===== config.mk =====
export PLATFORM = sky130hd
export DESIGN_NAME = wait_time_counter
export DESIGN_NICKNAME = d
export VERILOG_FILES = /design/src/rtl/wtc_pkg.sv /design/src/rtl/wtc_byte_bank.sv /design/src/rtl/wtc_down_counter.sv /design/src/rtl/wtc_sticky_flag.sv /design/src/rtl/wait_time_counter.sv
export SDC_FILE = /design/constraint.sdc
export NUM_CORES = 1
export LEC_CHECK = 0
export BUFFER_PORTS_ARGS = -buffer_cell sky130_fd_sc_hd__buf_2
export CORE_MARGIN = 2
export CORE_UTILIZATION = 60
export DETAILED_ROUTE_END_ITERATION = 10
export PLACE_DENSITY_LB_ADDON = 0.3
export SKIP_CTS_REPAIR_TIMING = 1
export SYNTH_ARGS = -nofsm -noshare
export SYNTH_HDL_FRONTEND = slang
export SYNTH_HIERARCHICAL = 1
export SYNTH_SLANG_ARGS = --single-unit

===== constraint.sdc =====
create_clock -name clk -period 6.9 [get_ports clk]
set_input_delay 2.07 -clock clk [delete_from_list [all_inputs] [get_ports clk]]
set_output_delay 2.07 -clock clk [all_outputs]
set_load 0.02 [all_outputs]

===== src/rtl/wtc_pkg.sv =====
package wtc_pkg;

    typedef enum logic [1:0] {
        CNT_STAY = 2'd0,
        CNT_LOAD = 2'd1,
        CNT_STEP = 2'd2
    } cnt_op_e;

    typedef struct packed {
        logic enable;
        logic uart_mode;
        logic start_evt;
        logic tick;
    } cnt_ctl_t;

    // Re-arm request: start bit seen while the serial engine owns the line.
    function automatic logic rearm(cnt_ctl_t c);
        return c.enable && c.uart_mode && c.start_evt;
    endfunction

    // Next counter operation; a reload outranks a tick.
    function automatic cnt_op_e pick_op(cnt_ctl_t c, logic at_zero);
        if (!c.enable)
            return CNT_LOAD;
        if (rearm(c))
            return CNT_LOAD;
        if (c.tick && !at_zero)
            return CNT_STEP;
        return CNT_STAY;
    endfunction

endpackage


===== src/rtl/wtc_byte_bank.sv =====
module wtc_byte_bank #(
    parameter int BYTE_W    = 8,
    parameter int NUM_BYTES = 4,
    parameter int TRIG_IDX  = 2
) (
    input  logic                          clk,
    input  logic                          rst,
    input  logic                          wr_en,
    input  logic [$clog2(NUM_BYTES)-1:0]  wr_addr,
    input  logic [BYTE_W-1:0]             wr_data,
    input  logic                          count_en,
    output logic [BYTE_W*NUM_BYTES-1:0]   hold_val
);
    localparam int AW    = $clog2(NUM_BYTES);
    localparam int VAL_W = BYTE_W * NUM_BYTES;

    logic [BYTE_W-1:0] byte_q   [NUM_BYTES];
    logic [BYTE_W-1:0] byte_nxt [NUM_BYTES];
    logic [VAL_W-1:0]  next_val;
    logic [VAL_W-1:0]  hold_q;
    logic              capture;

    for (genvar i = 0; i < NUM_BYTES; i++) begin : g_byte
        always_comb begin
            byte_nxt[i] = byte_q[i];
            if (wr_en && (wr_addr == AW'(i)))
                byte_nxt[i] = wr_data;
        end

        always_ff @(posedge clk) begin
            if (rst)
                byte_q[i] <= '0;
            else
                byte_q[i] <= byte_nxt[i];
        end

        assign next_val[i*BYTE_W +: BYTE_W] = byte_nxt[i];
    end

    assign capture = wr_en && (wr_addr == AW'(TRIG_IDX)) && !count_en;

    always_ff @(posedge clk) begin
        if (rst)
            hold_q <= '0;
        else if (capture)
            hold_q <= next_val;
    end

    assign hold_val = hold_q;

    // no capture request, no change of the hold register
    a_r4_hold_steady: assert property (@(posedge clk) disable iff (rst)
        !(wr_en && (wr_addr == AW'(TRIG_IDX)) && !count_en) |=> $stable(hold_q));

    // a capturing write stores the written byte in its lane
    a_r3_capture_lane: assert property (@(posedge clk) disable iff (rst)
        (wr_en && (wr_addr == AW'(TRIG_IDX)) && !count_en)
        |=> hold_q[TRIG_IDX*BYTE_W +: BYTE_W] == $past(wr_data));

endmodule


===== src/rtl/wtc_down_counter.sv =====
module wtc_down_counter
    import wtc_pkg::*;
#(
    parameter int VAL_W = 32
) (
    input  logic             clk,
    input  logic             rst,
    input  cnt_ctl_t         ctl,
    input  logic [VAL_W-1:0] hold_val,
    output logic             expire
);
    logic [VAL_W-1:0] cnt_q;
    logic             at_zero;
    logic             near_end;
    cnt_op_e          op;

    assign at_zero  = (cnt_q == '0);
    assign near_end = (cnt_q <= VAL_W'(1));

    always_comb op = pick_op(ctl, at_zero);

    always_ff @(posedge clk) begin
        if (rst)
            cnt_q <= '0;
        else begin
            unique case (op)
                CNT_LOAD: cnt_q <= hold_val;
                CNT_STEP: cnt_q <= cnt_q - VAL_W'(1);
                default:  cnt_q <= cnt_q;
            endcase
        end
    end

    assign expire = ctl.enable && !rearm(ctl) && ctl.tick && near_end;

    // disabled counter follows the hold register
    a_r5_tracks_hold: assert property (@(posedge clk) disable iff (rst)
        !ctl.enable |=> cnt_q == $past(hold_val));

    // start bit in UART mode reloads, tick or not
    a_r9_rearm_loads: assert property (@(posedge clk) disable iff (rst)
        (ctl.enable && ctl.uart_mode && ctl.start_evt) |=> cnt_q == $past(hold_val));

    // without a reload the count never rises
    a_r6_no_rise: assert property (@(posedge clk) disable iff (rst)
        (ctl.enable && !(ctl.uart_mode && ctl.start_evt)) |=> cnt_q <= $past(cnt_q));

    // zero is terminal until a reload
    a_r7_zero_holds: assert property (@(posedge clk) disable iff (rst)
        (ctl.enable && at_zero && !(ctl.uart_mode && ctl.start_evt)) |=> cnt_q == '0);

endmodule


===== src/rtl/wtc_sticky_flag.sv =====
module wtc_sticky_flag (
    input  logic clk,
    input  logic rst,
    input  logic set_i,
    input  logic clr_i,
    output logic flag
);
    logic flag_q;

    always_ff @(posedge clk) begin
        if (rst)
            flag_q <= 1'b0;
        else if (set_i)
            flag_q <= 1'b1;
        else if (clr_i)
            flag_q <= 1'b0;
    end

    assign flag = flag_q;

    // only a clear pulse lowers the flag
    a_r8_sticky: assert property (@(posedge clk) disable iff (rst)
        (flag_q && !clr_i) |=> flag_q);

    // set beats clear in the same cycle
    a_r8_set_wins: assert property (@(posedge clk) disable iff (rst)
        set_i |=> flag_q);

    // the flag rises only on an expiry
    a_r6_rise_cause: assert property (@(posedge clk) disable iff (rst)
        $rose(flag_q) |-> $past(set_i));

endmodule


===== src/rtl/wait_time_counter.sv =====
module wait_time_counter
    import wtc_pkg::*;
(
    input  logic       clk,
    input  logic       rst,
    input  logic       wr_en,
    input  logic [1:0] wr_addr,
    input  logic [7:0] wr_data,
    input  logic       count_en,
    input  logic       uart_mode,
    input  logic       tx_start,
    input  logic       rx_start,
    input  logic       etu_tick,
    input  logic       flag_clr,
    output logic       timeout
);
    localparam int BYTE_W    = 8;
    localparam int NUM_BYTES = 4;
    localparam int TRIG_IDX  = 2;
    localparam int VAL_W     = BYTE_W * NUM_BYTES;

    logic [VAL_W-1:0] hold_val;
    logic             expire;
    cnt_ctl_t         ctl;

    assign ctl.enable    = count_en;
    assign ctl.uart_mode = uart_mode;
    assign ctl.start_evt = tx_start | rx_start;
    assign ctl.tick      = etu_tick;

    wtc_byte_bank #(
        .BYTE_W    (BYTE_W),
        .NUM_BYTES (NUM_BYTES),
        .TRIG_IDX  (TRIG_IDX)
    ) u_bank (
        .clk      (clk),
        .rst      (rst),
        .wr_en    (wr_en),
        .wr_addr  (wr_addr),
        .wr_data  (wr_data),
        .count_en (count_en),
        .hold_val (hold_val)
    );

    wtc_down_counter #(
        .VAL_W (VAL_W)
    ) u_cnt (
        .clk      (clk),
        .rst      (rst),
        .ctl      (ctl),
        .hold_val (hold_val),
        .expire   (expire)
    );

    wtc_sticky_flag u_flag (
        .clk   (clk),
        .rst   (rst),
        .set_i (expire),
        .clr_i (flag_clr),
        .flag  (timeout)
    );

    // outside UART mode a start bit cannot cause an expiry by itself
    a_r10_no_start_expiry: assert property (@(posedge clk) disable iff (rst)
        (!uart_mode && !etu_tick) |-> !expire);

    // nothing expires while stopped
    a_r5_stopped_quiet: assert property (@(posedge clk) disable iff (rst)
        !count_en |-> !expire);

endmodule


* Yosys cells after proc, flatten, opt, wreduce, memory -nomap -nowiden
Memories as Yosys holds them, arrays and structs flattened.
Index checks and enable logic that the tools add are counted.
** Operators by class
- Shift-type cells :: 0
- Divide/modulo/power cells :: 0
- Multiply operators :: 0
- Magnitude comparators :: 1
- Multiplexer cells :: 25
- Bitwise gates (word level) :: 5
- Eq/ne operators :: 5
- Reduce and logical (&&, ||, !) cells :: 18
- $add $sub $neg :: 1
** Operators by type and width (number)
- $mux W8 :: 8
- $pmux W32 S2 :: 1
- $le A32 B1 Y1 const B :: 1
- $logic_not A32 Y1 :: 1
- $sub A32 B1 Y32 const B :: 1
- $mux W2 :: 6
- $logic_and A1 B1 Y1 :: 11
- $mux W1 :: 10
- $eq A2 B2 Y1 const B :: 3
- $or A1 B1 Y1 :: 5
- $eq A2 B1 Y1 const B :: 2
- $reduce_bool A2 Y1 :: 2
- $logic_not A1 Y1 :: 3
- $logic_not A2 Y1 :: 1
** Storage, ports and cells
- Memory bits (read-only) :: 0
- Bits in latches :: 0
- Memories :: 1
- Logic and storage cells :: 59
- Bits of input ports :: 19
- Flip-flop bits (word level) :: 65
- Bits in writable memories :: 32
** Memory list
- u_bank.byte_q :: words 4, width 8, rd ports 4, clocked after Yosys merged registers in 0, write ports 4, RTL line wtc_byte_bank.sv:17 : logic [BYTE_W-1:0] byte_q [NUM_BYTES];

* Depth between registers and ports, before layout
- Depth in word-level cells :: 11
- Gate-level depth with buffers :: 12
- Gate-level depth less buffers :: 11

* Modules after synthesis
Netlist, hierarchy kept.
** By module, submodules not included
- wtc_down_counter :: instances 1, seq. area each 640.6 µm², cells an instance 295, area an instance 2265.9 µm²
- wtc_byte_bank :: instances 1, seq. area each 1121.1 µm², cells an instance 196, area an instance 2227.1 µm²
- wtc_sticky_flag :: instances 1, seq. area each 20.0 µm², cells an instance 4, area an instance 38.8 µm²
- wait_time_counter :: instances 1, seq. area each 0.0 µm², cells an instance 1, area an instance 6.3 µm²

* Least setup slack after synthesis
Ideal clock, no wire load.
- Path kind :: input port to flip-flop
- From :: in rx_start
- To :: reg u_cnt.cnt_q[20]
- Cell stages on the path :: 10
- Required time :: 6768 ps
- Setup slack :: 2832 ps
- Arrival :: 3936 ps
- Buffers on the path :: 2
- Cells stage by stage :: or2_1 a21boi_0 nand2_1 a21oi_1 ha_1 clkbuf_1 clkbuf_1 nand2_1 o31ai_1 a21oi_1
** On the way
- Cells in the longest elaborated chain, start to end :: 9
** Ends and longest elaborated chain
- from (decl) :: RTL line wait_time_counter.sv:12 : input logic rx_start,
- $or A1 B1 Y1 * :: RTL line wait_time_counter.sv:28 : assign ctl.start_evt = tx_start | rx_start;
- $logic_and A1 B1 Y1 * :: RTL line wtc_pkg.sv:18 : return c.enable && c.uart_mode && c.start_evt;
- $mux W2 :: RTL line wtc_pkg.sv:25 : if (rearm(c))
- $mux W2 :: RTL line wtc_pkg.sv:27 : if (c.tick && !at_zero)
- $mux W2 :: RTL line wtc_pkg.sv:29 : return CNT_STAY;
- $mux W2 * :: RTL line wtc_pkg.sv:27
- $mux W2 * :: RTL line wtc_pkg.sv:25
- $eq A2 B2 Y1 / $eq A2 B1 Y1 (equally long branches) :: RTL line wtc_down_counter.sv:26 : unique case (op)
- $pmux W32 S2 / $reduce_bool A2 Y1 (equally long branches)
- to (signal assigned) :: RTL line wtc_down_counter.sv:27 : CNT_LOAD: cnt_q <= hold_val;
- to (signal assigned) :: RTL line wtc_down_counter.sv:28 : CNT_STEP: cnt_q <= cnt_q - VAL_W'(1);
- to (signal assigned) :: RTL line wtc_down_counter.sv:29 : default: cnt_q <= cnt_q;
- to (decl) :: RTL line wtc_down_counter.sv:12 : logic [VAL_W-1:0] cnt_q;
Mark *: on every way between the ends. The rest lies on a longest branch, timed or not. The select of a mux whose other input is x is not followed.
A chain may end at the register's enable or synchronous reset.

==> run metrics <==
DIE AREA 0.008276 sq mm; # DRC 0; Root Buffer clkbuf_8; setup violators final 0; Slew @ Worst Pin 1117 ps; sequential fraction of the synthesis area 39.26%; clk_lat worst skew 360 ps; Post-synth EDFFs 0; layout cells sized above 1 13.10%; crit start category primary input; cts bufs inserted 9; GR Overflow Total 0; pre-CTS setup slack 1925 ps; H-tree depth 3; Syn. warnings 6; required time worst endpoint slightly above 7000 ps; area grow syn2layout 6.562%; Synthesized Nets 519; period utilisation layout 67.72%; Synth cell types 67; net load switching power 0.3826 mW; synthesis-stage register bit count 89; vias in the first global route 3382; Die H 90.97 um; drt first pass iters 5; Slew Viols, Final 0; Peak Freq 214.0 MHz; Avg Inst Size Synth just over 9 sq um; outcome finished, final reports clean; leak pwr 1.867 nW; gpl congestion 0.9169; wire length per cell 17.49 um; clk_skew 16.59 ps; RSZ-0062 raised after global routing false; setup slack after layout between 2000 and 2500 ps; internal power 0.8083 mW; pwr dens 246.3 mW/mm^2; Slew headroom 25.14%; Multi-input gate area roughly 0.0026 sq mm; Ports 20; Net Sw Frac 32.13%; clock power share roughly 31%; Detailed Place HPWL 7198 um; Hold Crit Class flip-flop to flip-flop; Antenna Nets Post-Route 0; max_cap viols 0; Total Neg Setup Slack 0 ps; first-pass GRT wire length 17460 um; Yosys top cell area share 39.26%; sequential share of power 46.0%; port bufs 19; kind of critical path primary input to flip-flop; row cnt 31; die width between 90 and 100 um; WL final 10550 um; Async SR Flop Fraction 0%; CTS tree yes; combinational power share 22.6%; initial antenna violation count 0; DR vias/cell 6.153; footprint of the flip-flops and latches 0.001782 sq mm; core area ~0.0073 sq mm; initial core utilization just over 60%; Syn Inst Count 496; Antenna diodes 0; First DRT Iteration DRCs 418; CTS Sinks just under 90; fill count 621; VDD IR max 153.6 uV; critical-path maximum fanout 49; Top FF cell, synth dfxtp_1; top-count cell post-synth dfxtp_1; largest net degree at the start of global routing 94; minimum clock period 4673 ps; leading area contributor after synthesis dfxtp_1; Synth Cell Area between 0.004 and 0.005 sq mm; Arrival @ worst endpoint 4870 ps; most frequent cells after synthesis dfxtp_1, nand2b_1, mux2i_1, nor2_1, nand2_1; Synth area leaders dfxtp_1, mux2i_1, nand2b_1; DR vias 3710; maximum clock insertion buffer count 2; crit end category flip-flop; all-layer global routing usage 26.38%; nets@finish ~520; Worst-path clk slew 90 ps; Fin. Hold Viols 0
[registers in the layout, summed over array words and instances, names as in the netlist]
signal,flops
u_bank/byte_q,24
u_bank/hold_val,32
u_cnt/cnt_q,32
u_flag/flag,1
[through the flow]
stage | std cells | power [mW] | hold WS, ps | area, sq um | utilization (%)
after floorplan | 496 | 0.7635 | 444.1 | 4538 | -
after global placement | 587 | 0.8211 | 460.1 | 4633 | 63.54
after detailed placement | 587 | 0.8231 | 475.9 | 4633 | 63.54
after CTS | 603 | 1.191 | 491.9 | 4836 | 66.32
after global routing | 603 | 1.245 | 506.9 | 4836 | 66.32
final | 603 | 1.191 | 489.1 | 4836 | 66.32
[cell families (layout without fill, tap and decap cells)]
family                   count (synthesis)  in the layout  synth area share (%)
AO/OA/AOI/OAI                           93             93                 14.01
adder cells (fa/ha/maj)                  4              4                 1.103
multiplexers                            61             61                 13.51
buffers and inverters                   42             50                 4.384
flip-flops                              89             89                 39.26
AND/OR/NAND/NOR                        207            207                 27.74
[power by group through the flow]
stage | logic (mW) | registers (mW) | clock network, mW
after floorplan | 0.207 | 0.556 | 0
after global placement | 0.262 | 0.559 | 0
after detailed placement | 0.263 | 0.560 | 0
after CTS | 0.264 | 0.548 | 0.378
after global routing | 0.292 | 0.551 | 0.402
final | 0.269 | 0.548 | 0.373
[path summary, 6_finish.rpt]
| path | from | depth (start not counted) | end | slack [ps] |
|---|---|---|---|---|
| hold / removal | u_bank/hold_val[0]$_SDFFE_PP0P_ | 2 | u_bank/hold_val[0]$_SDFFE_PP0P_ | 490 |
| hold reg to reg | u_bank/hold_val[0]$_SDFFE_PP0P_ | 2 | u_bank/hold_val[0]$_SDFFE_PP0P_ | 490 |
| setup / recovery | rx_start | 11 | u_cnt/cnt_q[20]$_SDFFE_PP0P_ | 2230 |
| setup reg to reg | u_cnt/cnt_q[8]$_SDFFE_PP0P_ | 11 | u_cnt/cnt_q[20]$_SDFFE_PP0P_ | 2880 |
[per-layer routing]
metal | GRT usage, % | vias to the layer above | share of wire, %
met5 | 0 | - | 0
met4 | 7.955 | 0 | 1.6
met3 | 4.730 | 17 | 5.9
met2 | 41.23 | 129 | 46
met1 | 37.30 | 1776 | 46
li1 | - | 1788 | -
[worst max-delay path, stage by stage]
cell      delay [ps]
buf_2             90
or2_1            210
a21boi_0         360
nand2_1          130
a21oi_1          130
ha_1             240
buf_4            280
nor2_1           760
mux2_2           430
o31ai_1           80
a21oi_1          100
[placed cells by master, fill, tap and decap left out, types with 3 or more instances in the layout]
master | synthesis | final
o21ai_0 | 12 | 12
a21oi_1 | 26 | 26
nor3b_1 | 3 | 3
o221ai_1 | 3 | 3
buf_2 | 5 | 19
nand2_1 | 31 | 31
clkbuf_8 | 0 | 9
buf_4 | 1 | 5
or3_1 | 3 | 3
a22oi_1 | 8 | 8
nand3_1 | 5 | 5
or2_2 | 4 | 4
o32ai_1 | 4 | 4
nand4_1 | 4 | 4
inv_1 | 10 | 10
a31oi_1 | 7 | 7
a211oi_1 | 3 | 3
mux2i_1 | 59 | 59
nor4_1 | 6 | 6
nor3_1 | 16 | 16
nor4_4 | 4 | 4
nor2_4 | 3 | 3
dfxtp_1 | 89 | 89
or4_1 | 5 | 5
nor2_1 | 32 | 32
ha_1 | 4 | 4
nand2b_1 | 70 | 70
[area by class of cell]
type,count,area share (%)
clock buffers,10,2.639
clock inverters,6,1.552
inverters,10,0.7762
multi-input cells,365,52.88
flip-flops and latches,89,36.84
well taps,99,2.561
repair buffers,24,2.743
Note: power is estimated with default switching activity, not from simulation.
